**src/rtl/vga_route_pkg.sv**
```systemverilog
package vga_route_pkg;

  localparam int CFG_W = 4;
  localparam int SEL_W = 2;

  // configuration register selectors
  localparam logic [SEL_W-1:0] SEL_ENABLES = 2'd0;
  localparam logic [SEL_W-1:0] SEL_MODE    = 2'd1;
  localparam logic [SEL_W-1:0] SEL_MISC    = 2'd2;

  // claim strobes handed from control to the datapath
  typedef struct packed {
    logic memA;   // A0000-AFFFF
    logic memB0;  // B0000-B7FFF
    logic memB8;  // B8000-BFFFF
    logic io3B;   // 03B0-03BB
    logic io3C;   // 03C0-03CF
    logic io3D;   // 03D0-03DF
  } claimStrobes_t;

endpackage

```
**src/rtl/vga_route_ctrl.sv**
```systemverilog
module vga_route_ctrl
  import vga_route_pkg::*;
(
  input  logic             clk,
  input  logic             rstN,
  input  logic             cfgWe,
  input  logic [SEL_W-1:0] cfgSel,
  input  logic [CFG_W-1:0] cfgData,
  output claimStrobes_t    claims
);

  logic       devEn, vgaEn, memEn, ioEn;
  logic [1:0] mapMode;
  logic       ioSelect, compatMem;

  always_ff @(posedge clk) begin
    if (!rstN) begin
      devEn     <= 1'b0;
      vgaEn     <= 1'b0;
      memEn     <= 1'b0;
      ioEn      <= 1'b0;
      mapMode   <= 2'b00;
      ioSelect  <= 1'b0;
      compatMem <= 1'b0;
    end else if (cfgWe) begin
      case (cfgSel)
        SEL_ENABLES: begin
          devEn <= cfgData[0];
          vgaEn <= cfgData[1];
          memEn <= cfgData[2];
          ioEn  <= cfgData[3];
        end
        SEL_MODE: mapMode <= cfgData[1:0];
        SEL_MISC: begin
          ioSelect  <= cfgData[0];
          compatMem <= cfgData[1];
        end
        default: ;
      endcase
    end
  end

  logic memOk, ioOk;

  always_comb begin
    memOk = devEn & vgaEn & memEn & compatMem;
    ioOk  = devEn & vgaEn & ioEn;

    claims.memA  = memOk & ((mapMode == 2'd0) | (mapMode == 2'd1));
    claims.memB0 = memOk & ((mapMode == 2'd0) | (mapMode == 2'd2));
    claims.memB8 = memOk & ((mapMode == 2'd0) | (mapMode == 2'd3));

    claims.io3C  = ioOk;
    claims.io3B  = ioOk & ~ioSelect;
    claims.io3D  = ioOk &  ioSelect;
  end

endmodule

```
**src/rtl/vga_route_dp.sv**
```systemverilog
module vga_route_dp
  import vga_route_pkg::*;
#(
  parameter int ADDR_W = 32,
  parameter int IO_W   = 16
) (
  input  logic              clk,
  input  logic              rstN,
  input  logic              reqValid,
  input  logic              reqIsIo,
  input  logic [ADDR_W-1:0] reqAddr,
  input  logic              reqWrite,
  input  claimStrobes_t     claims,
  output logic              outValid,
  output logic              outToGfx,
  output logic              outWrite
);

  localparam int TAG64_W = ADDR_W - 16;
  localparam int TAG32_W = ADDR_W - 15;
  localparam int PORT_W  = IO_W - 4;

  localparam logic [TAG64_W-1:0] TAG_A  = TAG64_W'(32'hA0000 >> 16);
  localparam logic [TAG32_W-1:0] TAG_B0 = TAG32_W'(32'hB0000 >> 15);
  localparam logic [TAG32_W-1:0] TAG_B8 = TAG32_W'(32'hB8000 >> 15);
  localparam logic [PORT_W-1:0]  PORT_3B = PORT_W'(12'h03B);
  localparam logic [PORT_W-1:0]  PORT_3C = PORT_W'(12'h03C);
  localparam logic [PORT_W-1:0]  PORT_3D = PORT_W'(12'h03D);

  logic [TAG64_W-1:0] tag64k;
  logic [TAG32_W-1:0] tag32k;
  logic [PORT_W-1:0]  portHi;
  logic [3:0]         portLo;
  logic hitA, hitB0, hitB8, hit3B, hit3C, hit3D;
  logic memGfx, ioGfx, routeGfx;

  always_comb begin
    tag64k = reqAddr[ADDR_W-1:16];
    tag32k = reqAddr[ADDR_W-1:15];
    portHi = reqAddr[IO_W-1:4];
    portLo = reqAddr[3:0];

    hitA  = (tag64k == TAG_A);
    hitB0 = (tag32k == TAG_B0);
    hitB8 = (tag32k == TAG_B8);
    hit3B = (portHi == PORT_3B) && (portLo <= 4'hB);
    hit3C = (portHi == PORT_3C);
    hit3D = (portHi == PORT_3D);

    memGfx = (hitA & claims.memA) | (hitB0 & claims.memB0) | (hitB8 & claims.memB8);
    ioGfx  = (hit3B & claims.io3B) | (hit3C & claims.io3C) | (hit3D & claims.io3D);
    routeGfx = reqValid & (reqIsIo ? ioGfx : memGfx);
  end

  always_ff @(posedge clk) begin
    if (!rstN) begin
      outValid <= 1'b0;
      outToGfx <= 1'b0;
      outWrite <= 1'b0;
    end else begin
      outValid <= reqValid;
      outToGfx <= routeGfx;
      outWrite <= reqValid & reqWrite;
    end
  end

endmodule

```
**src/rtl/vga_route_decoder.sv**
```systemverilog
module vga_route_decoder
  import vga_route_pkg::*;
#(
  parameter int ADDR_W = 32
) (
  input  logic              clk,
  input  logic              rstN,
  input  logic              reqValid,
  input  logic              reqIsIo,
  input  logic [ADDR_W-1:0] reqAddr,
  input  logic              reqWrite,
  input  logic              cfgWe,
  input  logic [1:0]        cfgSel,
  input  logic [3:0]        cfgData,
  output logic              outValid,
  output logic              outToGfx,
  output logic              outWrite
);

  claimStrobes_t claims;

  vga_route_ctrl uCtrl (
    .clk     (clk),
    .rstN    (rstN),
    .cfgWe   (cfgWe),
    .cfgSel  (cfgSel),
    .cfgData (cfgData),
    .claims  (claims)
  );

  vga_route_dp #(.ADDR_W(ADDR_W), .IO_W(16)) uDp (
    .clk      (clk),
    .rstN     (rstN),
    .reqValid (reqValid),
    .reqIsIo  (reqIsIo),
    .reqAddr  (reqAddr),
    .reqWrite (reqWrite),
    .claims   (claims),
    .outValid (outValid),
    .outToGfx (outToGfx),
    .outWrite (outWrite)
  );

endmodule

```
**config.mk**
```make
export PLATFORM = sky130hd
export DESIGN_NAME = vga_route_decoder
export DESIGN_NICKNAME = d
export VERILOG_FILES = /design/src/rtl/vga_route_pkg.sv /design/src/rtl/vga_route_ctrl.sv /design/src/rtl/vga_route_dp.sv /design/src/rtl/vga_route_decoder.sv
export SDC_FILE = /design/constraint.sdc
export NUM_CORES = 1
export LEC_CHECK = 0
export ABC_CLOCK_PERIOD_IN_PS = 1200
export BUFFER_PORTS_ARGS = -buffer_cell sky130_fd_sc_hd__buf_2
export CAP_MARGIN = 20
export CORE_UTILIZATION = 28
export CTS_BUF_LIST = sky130_fd_sc_hd__clkbuf_16
export DETAILED_ROUTE_END_ITERATION = 8
export GPL_TIMING_DRIVEN = 0
export SLEW_MARGIN = 20
export SYNTH_ARGS = -nofsm -noshare
export SYNTH_HDL_FRONTEND = slang
export SYNTH_HIERARCHICAL = 1
export SYNTH_SLANG_ARGS = --single-unit
```
**constraint.sdc**
```tcl
create_clock -name clk -period 1.2 [get_ports clk]
set_input_delay 0.06 -clock clk [delete_from_list [all_inputs] [get_ports clk]]
set_output_delay 0.06 -clock clk [all_outputs]
set_load 0.005 [all_outputs]
```
# After elaboration in Yosys (flattened, before gate mapping)
# Index checks and enable logic that the tools add are counted.
# Widths: inputs -> output; s select.
totals:
  regBits: 11
classes:
  order_cmp: 1
  n_eq_ne: 11
  muxes: 1
  bitwise: 25
  n_reduce_logical: 6
ops:
  columns: ["op", "count"]
  rows:
  - ["$eq 12x6->1 const B", 3]
  - ["$eq 17x5->1 const B", 2]
  - ["$and 1x1->1", 17]
  - ["$eq 16x4->1 const B", 1]
  - ["$or 1x1->1", 7]
  - ["$eq 2x2->1 const B", 3]
  - ["$reduce_and 2->1", 3]
  - ["$eq 2x1->1 const B", 2]
  - ["$le 4x4->1 const B", 1]
  - ["$logic_not 2->1", 2]
  - ["$logic_and 1x1->1", 1]
  - ["$mux 1", 1]
  - ["$not 1->1", 1]

# Depth between registers and ports, before layout
depth:
  depth_word: 9
  depth_mapped: 7
  ltp_nobuf: 7

# Hierarchy
# Netlist, hierarchy kept.
by_module_without_submodules:
  columns: ["module", "instances", "cells_per_inst", "area_per_inst_um2"]
  rows:
  - ["vga_route_ctrl", 1, 47, 420.4]
  - ["vga_route_dp", 1, 25, 216.5]

# Worst setup path after synthesis
# Ideal clock, no wire load.
synth_path:
  path_kind: "reg2reg"
  from: "register uCtrl.devEn"
  to: "register uDp.outToGfx"
  t_arrival_ps: 1193
  setup_slack_ps: -51
  path_stages_with_launch: 6
  synth_period_minus_slack_ps: 1251
  path_cell_list: "dfxtp_1 and3_1 nor2b_1 nand4b_1 a2111oi_2 o21a_1"
synth_rtl:
  columns: ["item", "line", "source"]
  rows:
  - ["from (decl)", "vga_route_ctrl.sv:12", "logic devEn, vgaEn, memEn, ioEn;"]
  - ["from (signal assigned)", "vga_route_ctrl.sv:28", "devEn <= cfgData[0];"]
  - ["to (signal assigned)", "vga_route_dp.sv:62", "outToGfx <= routeGfx;"]
  - ["to (decl)", "vga_route_dp.sv:15", "output logic outToGfx,"]

==> results.md <==
* Starting Density at 31.19%
* Final Cycle Share at 108.8%
* Cell count after placement at 143
* Failing checks: negative setup slack
* Gr usage total at 12.58%
* Post-synth top area share at 34.58%
* Clock sink count at 11
* IO Port Bufs at 44
* Final Hold Fails at 0
* Mapped Area at 636.9 sq um
* Full die area at 2469 sq um
* Via Count at 663
* RSZ-0062 raised after global routing: true
* Die W at 49.69 um
* Routed WL at 1473 um
* Setup CP Type: flop to flop
* DP HPWL at 1199 um
* Fin. max-slew vios at 0
* Worst-skew pair later-pin latency at 0.23 ns
* Synth cell types at 24
* Synth area leader: dfxtp_1
* Crit end category: flop
* Initial DRC count at 11
* Level count of the clock H-tree at 1
* Startpoint Class: flop
* Seq/Total Area, Yosys at 34.58%
* Number of flops mapped to enable cells by yosys at 0
* GP Congestion at 0.7770
* Hold Crit Class: input port to flop
* Power density over the cells at 1098 nW/um^2
* Post-Layout Cell Count at 149
* Worst clock skew at 0.002130 ns
* Fmax at 766.2 MHz
* CP max-delay cell: a2111oi_2
* Post-synth top flop: dfxtp_1
* GR Overflow Total at 0
* Finish-stage setup viols at 1
* Clock-pin slew on the worst setup and hold paths at 0.04 ns
* Cts bufs inserted at 3
* Yosys warns at 6
* Commonest cells in the netlist: 13 x nand2_1, 11 x dfxtp_1, 9 x mux2i_1, 7 x nor2_1
* Nets at 170
* Row count at 16
* Wire per inst at 9.886 um
* Critical path cell sequence: and3_4 -> nor2b_4 -> nand4b_1 -> a2111oi_2 -> o21a_1
* Complex-gate fraction of the synthesized area at 5.501%
* # DRC at 0
* Number of max-cap violations at 0
* Diodes inserted at 0
* Most common cell in the synthesized netlist: nand2_1
* Post-synthesis register bit count at 11
* Largest stage delay on the critical path at 0.36 ns
* Core footprint at 2042 sq um
* Pre-CTS WS at -0.1816 ns
* Syn nets at 119
* Util after Layout at 49.39%
* CTS tree: built
* Share of flip-flops with an asynchronous set or reset at 0%
* CTS Root Cell: clkbuf_16
* Final min period at 1.305 ns
* Final WS setup at -0.1051 ns
* Cells after Synth at 72
* Die height at 49.69 um
* Max-slew headroom at 76.58%
* First-pass GRT wire length at 2408 um
* Clk buf depth at 2
* Largest net degree at the start of global routing at 11
* Syn_area_per_cell at 8.845 sq um
* Vias in the first global route at 653
* DR pass1 iterations at 4
* Lkg Pwr at 0.4927 nW
* I/O pin count at 47
* Vias per inst at 4.450
* Post-Synth Adder-Cell Area at 5.894%
* Worst-margin pin slew at 0.3509 ns
* Synth-to-Final Area Change at 58.35%
* Mux cell area share after synthesis at 14.15%
* Fill cells at 206
* Critical path arrival at 1.48 ns
* Initial antenna violation count at 0
* Status: complete, but fails checks
* Largest family of logic cells by synthesized area: simple AND/OR/NAND/NOR gates
* Family with the most delay on the worst path: compound AO/OA/AOI/OAI gates
* WP buf/inv at 0
* Critical path required time at 1.38 ns
* Proportion of layout cells with a drive suffix above 1 at 50.82%
* Worst vdd ir at 0.7299 mV
* Post-Synth XOR/XNOR Area at 0%
* Max FO, Critical Path at 3
* Simple-gate area share of the yosys netlist at 36.15%
* Post-CTS Hold Buffers at 0
* Remaining antenna violation count at 0
* Ranking of synthesized cells by area: dfxtp_1 35%, mux2i_1 14%, nand2_1 7.7%, ha_1 5.9%, nor2_1 4.1%
cells by family after synthesis:
kind of cell	count (synthesis)
flops	11
simple gates	40
compound gates	4
mux	9
buf+inv	5
fa+ha+maj	3
report_power, final:
part	switching, W	internal (W)
registers	0.00000647	0.000381
logic	0.0000580	0.0000801
clock network	0.000146	0.000436
total	0.000211	0.000897
per-layer routing:
layer / wire [um] / track usage, % / vias up
met2: 639 / 22.07 / 39
met4: 8 / 4.286 / 0
met1: 643 / 13.57 / 268
met5: 0 / 0 / -
met3: 182 / 4.938 / 2
li1: - / - / 354
cells in the final DEF (no fill, tap or decap), drive strengths merged:
cell | synthesis | final
o21a | 1 | 1
nor2b | 1 | 1
a211oi | 1 | 1
nand2 | 13 | 13
buf | 2 | 48
nand3b | 3 | 3
a2111oi | 1 | 1
nand2b | 1 | 1
and3 | 2 | 2
dfxtp | 11 | 11
nor2 | 7 | 7
nand4 | 2 | 2
clkbuf | 0 | 3
nor3b | 1 | 1
nor4 | 2 | 2
nand3 | 2 | 2
mux2i | 9 | 9
and2 | 2 | 2
a21oi | 1 | 1
nand4b | 1 | 1
ha | 3 | 3
nor4b | 3 | 3
inv | 3 | 4
final timing paths:
| kind | startpoint | endpoint | slack [ns] | depth (start not counted) |
|---|---|---|---|---|
| max reg2reg | uCtrl/devEn | uDp/outToGfx | -0.11 | 5 |
| max | uCtrl/devEn | uDp/outToGfx | -0.11 | 5 |
| min reg2reg | uCtrl/ioEn | uCtrl/ioEn | 0.45 | 2 |
| min | reqWrite | uDp/outWrite | 0.06 | 2 |
metrics by stage:
step | total power (W) | instance area [sq um] | setup TNS [ns] | hold WS, ns
after floorplan | 0.0004416 | 636.9 | -0.05059 | 0.2021
after global placement | 0.0005221 | 890.9 | -0.1787 | 0.2899
after detailed placement | 0.0005266 | 890.9 | -0.1816 | 0.3002
after CTS | 0.001118 | 998.5 | -0.1516 | 0.06065
after global routing | 0.001162 | 1008 | -0.2086 | 0.07532
final | 0.001108 | 1008 | -0.1051 | 0.06168
final cells by class:
cell class	count	area, sq um	area share (%)
multi-input cells	56	410.4	40.69
plain buffers	2	12.51	1.241
clock buffers	3	75.07	7.444
repair buffers	46	235.2	23.33
well taps	27	33.78	3.350
clock inverters	1	3.754	0.3722
inverters	3	11.26	1.117
flip-flops and latches	11	226.5	22.46
sequential cells by signal (all words and copies together), names as in the netlist:
signal and count:
uDp/outToGfx 1, uDp/outValid 1, uCtrl/compatMem 1, uCtrl/vgaEn 1, uCtrl/mapMode 2, uCtrl/ioSelect 1
uCtrl/memEn 1, uDp/outWrite 1, uCtrl/devEn 1, uCtrl/ioEn 1
what timing repair did:
action | 4_1_cts | 5_1_grt
setup endpoints to repair | 1 | 1
pin swaps | 6 | 5
resized for setup | 5 | 4
setup buffers | 2 | 0
Note: power is estimated with default switching activity, not from simulation.
